[src/rtl/dfc_pkg.sv]
package dfc_pkg;
  localparam int ERR_OVF1 = 0;
  localparam int ERR_OVF2 = 1;
  localparam int ERR_BUS  = 2;
  localparam int NUM_ERR  = 3;
  typedef logic [NUM_ERR-1:0] err_vec_t;
endpackage

[src/rtl/dfc_ptr_fifo.sv]
module dfc_ptr_fifo #(
  parameter int DEPTH = 8,
  parameter int DW    = 32
) (
  input  logic          clk,
  input  logic          rst,
  input  logic          flush,
  input  logic          wr_en,
  input  logic [DW-1:0] wr_data,
  input  logic          rd_en,
  output logic [DW-1:0] rd_data,
  output logic          rd_vld,
  output logic          full,
  output logic          empty
);
  localparam int AW = (DEPTH > 1) ? $clog2(DEPTH) : 1;
  localparam int CW = $clog2(DEPTH + 1);
  localparam logic [AW-1:0] LAST = AW'(DEPTH - 1);

  logic [DW-1:0] mem [DEPTH];
  logic [AW-1:0] wr_idx, rd_idx;
  logic [CW-1:0] count;

  function automatic logic [AW-1:0] bump(input logic [AW-1:0] i);
    return (i == LAST) ? '0 : i + 1'b1;
  endfunction

  assign full  = (count == CW'(DEPTH));
  assign empty = (count == '0);

  // storage: no reset so it maps onto block RAM
  always_ff @(posedge clk) begin
    if (wr_en) mem[wr_idx] <= wr_data;
  end

  always_ff @(posedge clk) begin
    if (rd_en) rd_data <= mem[rd_idx];
  end

  always_ff @(posedge clk) begin
    if (rst || flush) begin
      wr_idx <= '0;
      rd_idx <= '0;
      count  <= '0;
      rd_vld <= 1'b0;
    end else begin
      rd_vld <= rd_en;
      if (wr_en) wr_idx <= bump(wr_idx);
      if (rd_en) rd_idx <= bump(rd_idx);
      case ({wr_en, rd_en})
        2'b10:   count <= count + 1'b1;
        2'b01:   count <= count - 1'b1;
        default: count <= count;
      endcase
    end
  end


  fifo_bound_chk: assert property (@(posedge clk) disable iff (rst)
    count <= CW'(DEPTH));

  pop_nonempty_chk: assert property (@(posedge clk) disable iff (rst)
    rd_en |-> !empty);

  flush_empty_chk: assert property (@(posedge clk) disable iff (rst)
    flush |=> (empty && !rd_vld));
endmodule

[src/rtl/dfc_err_ctl.sv]
module dfc_err_ctl (
  input  logic                  clk,
  input  logic                  rst,
  input  logic                  ovf_evt,
  input  logic                  bus_err,
  input  logic                  clr_en,
  input  dfc_pkg::err_vec_t     clr_mask,
  input  logic                  cmd_cont,
  input  logic                  cmd_rst,
  output dfc_pkg::err_vec_t     flags,
  output logic                  irq,
  output logic                  halted
);
  import dfc_pkg::*;

  err_vec_t nxt_flags;
  logic     nxt_halt, halt_evt;

  always_comb begin
    nxt_flags = flags;
    if (clr_en) nxt_flags = nxt_flags & ~clr_mask;
    if (ovf_evt) begin
      nxt_flags[ERR_OVF1] = 1'b1;
      if (flags[ERR_OVF1]) nxt_flags[ERR_OVF2] = 1'b1;
    end
    if (bus_err) nxt_flags[ERR_BUS] = 1'b1;
    halt_evt = (ovf_evt && flags[ERR_OVF1]) || bus_err;
    nxt_halt = halted;
    if (cmd_cont) nxt_halt = 1'b0;
    if (halt_evt) nxt_halt = 1'b1;
    if (cmd_rst) begin
      nxt_flags = '0;
      nxt_halt  = 1'b0;
    end
  end

  always_ff @(posedge clk) begin
    if (rst) begin
      flags  <= '0;
      irq    <= 1'b0;
      halted <= 1'b0;
    end else begin
      flags  <= nxt_flags;
      irq    <= |nxt_flags;
      halted <= nxt_halt;
    end
  end


  hard_ovf_halt_chk: assert property (@(posedge clk) disable iff (rst)
    $rose(flags[ERR_OVF2]) |-> halted);

  bus_err_halt_chk: assert property (@(posedge clk) disable iff (rst)
    $rose(flags[ERR_BUS]) |-> halted);

  irq_or_chk: assert property (@(posedge clk) disable iff (rst)
    irq == (|flags));

  cmd_rst_clear_chk: assert property (@(posedge clk) disable iff (rst)
    cmd_rst |=> (flags == '0 && !halted));
endmodule

[src/rtl/desc_fetch_chan.sv]
module desc_fetch_chan #(
  parameter int DEPTH = 8,
  parameter int PTR_W = 32
) (
  input  logic                         clk,
  input  logic                         rst,
  input  logic                         host_wr_en,
  input  logic [PTR_W-1:0]             host_wr_ptr,
  input  logic                         sts_clr_en,
  input  logic [dfc_pkg::NUM_ERR-1:0]  sts_clr_mask,
  input  logic                         ctl_continue,
  input  logic                         ctl_reset,
  input  logic                         pop_req,
  input  logic                         mst_err,
  output logic                         ptr_vld,
  output logic [PTR_W-1:0]             ptr_data,
  output logic [dfc_pkg::NUM_ERR-1:0]  err_flags,
  output logic                         err_irq,
  output logic                         halted
);
  logic q_full, q_empty;
  logic pop_fire, wr_acc, ovf_evt;

  assign pop_fire = pop_req && !halted && !q_empty && !ctl_reset;
  assign wr_acc   = host_wr_en && (!q_full || pop_fire) && !ctl_reset;
  assign ovf_evt  = host_wr_en && q_full && !pop_fire && !ctl_reset;

  dfc_ptr_fifo #(.DEPTH(DEPTH), .DW(PTR_W)) i_fifo (
    .clk     (clk),
    .rst     (rst),
    .flush   (ctl_reset),
    .wr_en   (wr_acc),
    .wr_data (host_wr_ptr),
    .rd_en   (pop_fire),
    .rd_data (ptr_data),
    .rd_vld  (ptr_vld),
    .full    (q_full),
    .empty   (q_empty)
  );

  dfc_err_ctl i_err (
    .clk      (clk),
    .rst      (rst),
    .ovf_evt  (ovf_evt),
    .bus_err  (mst_err),
    .clr_en   (sts_clr_en),
    .clr_mask (sts_clr_mask),
    .cmd_cont (ctl_continue),
    .cmd_rst  (ctl_reset),
    .flags    (err_flags),
    .irq      (err_irq),
    .halted   (halted)
  );


  halted_no_pop_chk: assert property (@(posedge clk) disable iff (rst)
    halted |=> !ptr_vld);

  soft_ovf_flag_chk: assert property (@(posedge clk) disable iff (rst)
    ovf_evt |=> err_flags[dfc_pkg::ERR_OVF1]);
endmodule

[config.mk]
export PLATFORM = sky130hd
export DESIGN_NAME = desc_fetch_chan
export DESIGN_NICKNAME = d
export VERILOG_FILES = /design/src/rtl/dfc_pkg.sv /design/src/rtl/dfc_ptr_fifo.sv /design/src/rtl/dfc_err_ctl.sv /design/src/rtl/desc_fetch_chan.sv
export SDC_FILE = /design/constraint.sdc
export NUM_CORES = 1
export LEC_CHECK = 0
export ABC_AREA = 1
export BUFFER_PORTS_ARGS = -buffer_cell sky130_fd_sc_hd__buf_2
export CORE_MARGIN = 5
export CORE_UTILIZATION = 40
export DETAILED_ROUTE_END_ITERATION = 7
export GPL_TIMING_DRIVEN = 0
export PLACE_DENSITY = 0.53
export SLEW_MARGIN = 15
export SYNTH_ARGS = -nofsm -noshare
export SYNTH_HDL_FRONTEND = slang
export SYNTH_HIERARCHICAL = 1
export SYNTH_SLANG_ARGS = --single-unit
export TNS_END_PERCENT = 10
[constraint.sdc]
create_clock -name clk -period 4.22 [get_ports clk]
set_clock_uncertainty 0.15 [all_clocks]
set_input_delay 0.844 -clock clk [delete_from_list [all_inputs] [get_ports clk]]
set_output_delay 0.844 -clock clk [all_outputs]
set_load 0.005 [all_outputs]
; ---- Word level (Yosys, flattened, before mapping)
; Memory sizes are Yosys's and may differ from the RTL's. A register that Yosys moved wholly into a read port is not among the register bits.
; Index checks and enable logic that the tools add are counted.
[totals]
memories = 1
wordCells = 53
output_inout_bits = 38
in_bits = 43
ff_bits = 16
ram_bits = 256
[memory_table]
columns = memory, words, word_bits, read_ports, rd_clocked_by_memory_dff, wr, line
row1 = i_fifo.mem, 8, 32, 1, 1, 1, dfc_ptr_fifo.sv:20  ; logic [DW-1:0] mem [DEPTH];
[op_classes]
n_addsub = 4
reduce_logical = 22
eq_ne = 5
muxes = 12
bitwise_logic = 2
[op_table]
columns = op, n
row1 = 2-to-1 mux 3 bit, 4
row2 = logical AND 1 bit, 9
row3 = case mux 4 bit (2 select lines), 1
row4 = adder 3 x 1 -> 3 bit (second input constant), 2
row5 = equality test 3 bit (second input constant), 2
row6 = 2-to-1 mux 1 bit, 6
row7 = zero test 1 bit, 5
row8 = adder 4 x 1 -> 4 bit (second input constant), 1
row9 = equality test 4 bit (second input constant), 1
row10 = zero test 4 bit, 1
row11 = nonzero test 2 bit, 2
row12 = subtractor 4 x 1 -> 4 bit (second input constant), 1
row13 = bitwise AND 3 bit, 1
row14 = logical OR 1 bit, 3
row15 = NOT 3 bit, 1
row16 = OR reduction 3 bit, 1
row17 = equality test 2 x 1 -> 1 bit (second input constant), 1
row18 = equality test 2 bit (second input constant), 1
row19 = 2-to-1 mux 2 bit, 1
row20 = OR reduction 2 bit, 1

; ---- Logic depth before layout (Yosys ltp)
[logic_depth]
word_depth = 10
mapped_depth = 15
mapped_depth_nobuf = 15

; ---- Cells and area by module
; The synthesis kept the hierarchy.
[modules_own_cells]
columns = mod, seq_area_each_um2, instances, cells_each, area_each_um2
row1 = dfc_ptr_fifo, 8868.5, 1, 839, 11716.2
row2 = dfc_err_ctl, 100.1, 1, 25, 193.9
row3 = desc_fetch_chan, 0.0, 1, 11, 47.5

; ---- Worst setup path after synthesis
; No wires, ideal clock.
[synth_timing]
path_type = input to register
from = in pop_req
to = mem i_fifo.mem[0][0], enable pin
setup_slack_ps = 695
path_stages = 7
setup_ps = 421
path_buffers = 0
arrival_time_ps = 2954
path_cell_list = inv_1 nor2_1 nand2_1 a21oi_2 inv_1 or2_2 nor2_1
[synth_between]
elab_chain_len = 8
[synth_rtl]
columns = element, line
row1 = start: declaration, desc_fetch_chan.sv:13  ; input logic pop_req,
row2 = logical AND 1 bit (3 in a row), desc_fetch_chan.sv:24  ; assign pop_fire = pop_req && !halted && !q_empty && !ctl_reset;
row3 = logical OR 1 bit, desc_fetch_chan.sv:25  ; assign wr_acc = host_wr_en && (!q_full || pop_fire) && !ctl_reset;
row4 = logical AND 1 bit (2 in a row), desc_fetch_chan.sv:25
row5 = net wr_acc, desc_fetch_chan.sv:22  ; logic pop_fire, wr_acc, ovf_evt;
row6 = 2-to-1 mux 1 bit, dfc_ptr_fifo.sv:33  ; if (wr_en) mem[wr_idx] <= wr_data;
row7 = 2-to-1 mux 1 bit (not written as such), dfc_ptr_fifo.sv:33
row8 = end: declaration, dfc_ptr_fifo.sv:20
; The timed path passes the listed nets, and every way through them passes these cells.

; ---- Final worst setup path
[layout_timing]
from = reg i_fifo.count[1]
to = mem i_fifo.mem[2][17], enable pin
[layout_between]
elab_chain_len = 9
elab_cells_between_ends = 11
classes_between = 1 x eq/ne / 2 x mux / 8 x reduce/logical
[layout_rtl]
columns = element, line
row1 = start: declaration, dfc_ptr_fifo.sv:22  ; logic [CW-1:0] count;
row2 = start signal: assignment, dfc_ptr_fifo.sv:51  ; 2'b10: count <= count + 1'b1;
row3 = start signal: assignment, dfc_ptr_fifo.sv:52  ; 2'b01: count <= count - 1'b1;
row4 = start signal: assignment, dfc_ptr_fifo.sv:53  ; default: count <= count;
row5 = zero test 4 bit, dfc_ptr_fifo.sv:29  ; assign empty = (count == '0);
row6 = net q_empty, desc_fetch_chan.sv:21  ; logic q_full, q_empty;
row7 = zero test 1 bit, desc_fetch_chan.sv:24
row8 = logical AND 1 bit (2 in a row), desc_fetch_chan.sv:24
row9 = logical OR 1 bit, desc_fetch_chan.sv:25
row10 = logical AND 1 bit (2 in a row), desc_fetch_chan.sv:25
row11 = net wr_acc, desc_fetch_chan.sv:22
row12 = 2-to-1 mux 1 bit, dfc_ptr_fifo.sv:33
row13 = 2-to-1 mux 1 bit (not written as such), dfc_ptr_fifo.sv:33
; The timed path passes the listed nets, and every way through them passes these cells.

==> summary.md <==
| Metric | Value |
|---|---|
| Outcome | finished clean |
| Routed len/inst | 19.1 um |
| Psw | 1.25 mW |
| H-tree depth | 2 |
| Hold Path Origin | i_err/flags[2]$_SDFF_PP0_ |
| First-pass GRT wire length | 41.2 mm |
| Final worst setup slack | 1520 ps |
| Initial DRC Count | 424 |
| Clock transition at path regs | 60 ps |
| Worst-margin pin slew | 728 ps |
| Placed Instances | 1,354 |
| Residual DRC | 0 |
| Crit path kind | reg2reg |
| # rows | 63 |
| Fin util | 0.479 |
| Grt ovf | 0 |
| NumNets Final | 1,050 |
| Synth async-reset ratio | 0 |
| Detail Route Antenna Nets | 0 |
| Post-CTS Setup Bufs | 0 |
| Worst setup SP type | flop |
| Highest metal used | met5 |
| Vias per inst | 5.01 |
| Total clock sinks | 304 |
| Initial antenna violation count | 1 |
| Final Hold Vio Count | 0 |
| Syn nets | 925 |
| Post-Layout Cell Count | 1,414 |
| Post-synth EDFFs | 288 |
| Max IR drop VDD | 238 uV |
| P_leak | 4.90 nW |
| Post-DP HPWL | 17.0 mm |
| Metal-1 WL | 12.2 mm |
| Met3 WL | 1.40 mm |
| Max_cap viols | 0 |
| Count of different cell masters after synthesis | 30 |
| Top post-synthesis cells by count | edfxtp_1, nand2_1, nor2_1 |
| Syn. warnings | 6 |
| Pint | 5.08 mW |
| Met2 wire len | 12.9 mm |
| Vias | 7,086 |
| CP arrival | 2740 ps |
| Clock Tree Root | clkbuf_16 |
| Flip-flop and latch count after synthesis | 304 |
| CTS max path bufs | 3 |
| Port Buf Inserts | 80 |
| Crit. End Element | flop |
| CORE AREA | 29,600 um^2 |
| Sequential share of the synthesized area | 0.750 |
| RSZ-0062 raised after global routing | no |
| I/O pins | 81 |
| Height of the chip | 183 um |
| Mux contribution to synthesized area | 0.0268 |
| Simple-Gate Fraction of Synth Area | 0.0986 |
| Antenna Cells | 0 |
| Syn_area_per_cell | 13.7 um^2 |
| Critical path's largest stage delay | 570 ps |
| Post-synthesis compound-gate area fraction | 0.0803 |
| Area share of fa/ha/maj cells after synthesis | 0.00732 |
| Total power | 6.33 mW |
| Top cells by area, synth | edfxtp_1, nand2_1, nor2_1 |
| HP Class | reg2reg |
| Gate count of the mapped netlist | 875 |
| Vias in the first global route | 6,962 |
| Fin crit share | 0.639 |
| Fin crit period | 2700 ps |
| Critical path origin | i_fifo/count[1]$_SDFFE_PP0P_ |
| Cell taking the most area after synthesis | edfxtp_1 |
| Logic pwr share | 0.033 |
| Crit path buffers/inverters | 2 |
| Cts hold-fix bufs | 0 |
| Post-synth top area share | 0.723 |
| Main combinational cell family by area after synthesis | simple AND/OR/NAND/NOR gates |
| Layout cells sized above 1 | 0.216 |
| Chip Width | 183 um |
| Synth Flop Type | edfxtp_1 |
| Later-pin clock latency in the skew report | 500 ps |
| Clock share of power | 0.437 |
| CP Max Fanout | 17 |
| Peak Freq | 371 MHz |
| Post-Synth XOR/XNOR Area | 0.00220 |
| Largest net degree at the start of global routing | 23 |
| Most common cell in the synthesized netlist | edfxtp_1 |
| CP delay by family, top | simple AND/OR/NAND/NOR gates |
| Post-cts resize count | 0 |
| Slew Limit Fails | 0 |
| CP Cell Sequence | nor4_1 -> nor2_1 -> nand2_1 -> a21oi_2 -> inv_1 -> or2_2 -> nor2_4 -> buf_16 |
| DP Worst Slack | 1000 ps |
| GRT Total Usage | 0.161 |
| Cell Area, Synth | 12,000 um^2 |
| Worst r2r src | i_fifo/count[1]$_SDFFE_PP0P_ |
| Drt first pass iters | 5 |
| Die area | 33,500 um^2 |
| Sw Share | 0.197 |
| Critical Path Slowest Stage Cell | nor2_4 |
| Finish-stage setup viols | 0 |
| Initial Util | 0.405 |
| P&R area growth vs syn | 18.4% |
| Power share of the sequential group | 0.530 |
| Power per cell area | 447 nW/um^2 |
| Slew margin rel. | 0.514 |
| Worst Path Required | 4270 ps |
| Routability cong. | 0.748 |
| CTS Buf Count | 34 |
| Routed WL | 27.0 mm |
| CTS tree | done |
-- tightest hold or removal path, stage by stage (launching register included) --
cell and delay [ps]:
dfxtp_1 310, nand2_1 80, a21oi_1 50
-- layout by cell type, fill, tap and decap left out, types with 2 or more instances in the layout --
| cell | n |
|---|---|
| a21oi_1 | 13 |
| buf_12 | 11 |
| buf_16 | 3 |
| buf_2 | 91 |
| buf_4 | 9 |
| buf_6 | 2 |
| clkbuf_1 | 23 |
| clkbuf_16 | 37 |
| clkbuf_2 | 2 |
| clkinv_1 | 8 |
| clkinv_2 | 5 |
| dfxtp_1 | 16 |
| edfxtp_1 | 288 |
| ha_1 | 7 |
| inv_1 | 22 |
| inv_2 | 2 |
| mux2i_1 | 32 |
| nand2_1 | 121 |
| nand3_1 | 6 |
| nor2_1 | 95 |
| nor2_2 | 44 |
| nor2_4 | 8 |
| nor4_1 | 2 |
| o21ai_0 | 63 |
| o21ai_1 | 70 |
| o22ai_1 | 32 |
| xnor2_1 | 2 |
-- power groups by stage --
stage	registers [mW]	logic [mW]	clock network [mW]
5_1_grt	3.35	0.236	2.98
3_3_place_gp	3.42	0.199	0
6_report	3.35	0.210	2.76
4_1_cts	3.35	0.214	2.84
3_5_place_dp	3.42	0.213	0
2_1_floorplan	3.42	0.100	0
-- registers in the layout, summed over array words and instances, names as in the netlist --
register and flops:
i_err/flags 3, i_err/halted 1, i_err/irq 1, i_fifo/count 4
i_fifo/mem 256, i_fifo/rd_data 32, i_fifo/rd_idx 3, i_fifo/rd_vld 1
i_fifo/wr_idx 3
-- layout make-up --
type / count / area (um^2)
buffer: 45 / 327
clock buffer: 46 / 970
clock inverter: 14 / 85.1
fill: 2576 / 15400
inverter: 24 / 90.1
multi-input combinational: 502 / 2630
sequential: 304 / 8970
tap: 390 / 488
timing repair buffer: 89 / 603
-- layer usage --
layer	track usage	vias to the layer above
met5	0	-
met4	0.0420	2
met3	0.0286	37
met2	0.267	183
met1	0.223	3446
li1	-	3418
-- kinds of logic (layout without fill, tap and decap cells) --
kind of cell	Yosys count	in the layout
muxes	32	32
and+or+nand+nor	279	279
adders and majority gates	7	7
AOI/OAI and AO/OA	181	181
xor gates and xnor gates	3	3
DFF	304	304
buffers and inverters	69	218
-- worst paths after layout --
kind                                 end  slack, ps  depth (start not counted)
max          i_fifo/mem[2][17]$_DFFE_PP_       1520                          8
min            i_err/flags[2]$_SDFF_PP0_        330                          2
max reg2reg  i_fifo/mem[2][17]$_DFFE_PP_       1520                          8
min reg2reg    i_err/flags[2]$_SDFF_PP0_        330                          2
-- through the flow --
step           cell area, um^2  hold slack, ps  TNS [ps]
3_3_place_gp             12800             322   -166940
4_1_cts                  14200             341         0
5_1_grt                  14200             370         0
6_report                 14200             333         0
3_5_place_dp             13100             331         0
2_1_floorplan            12000             324         0
Note: power is estimated with default switching activity, not from simulation.
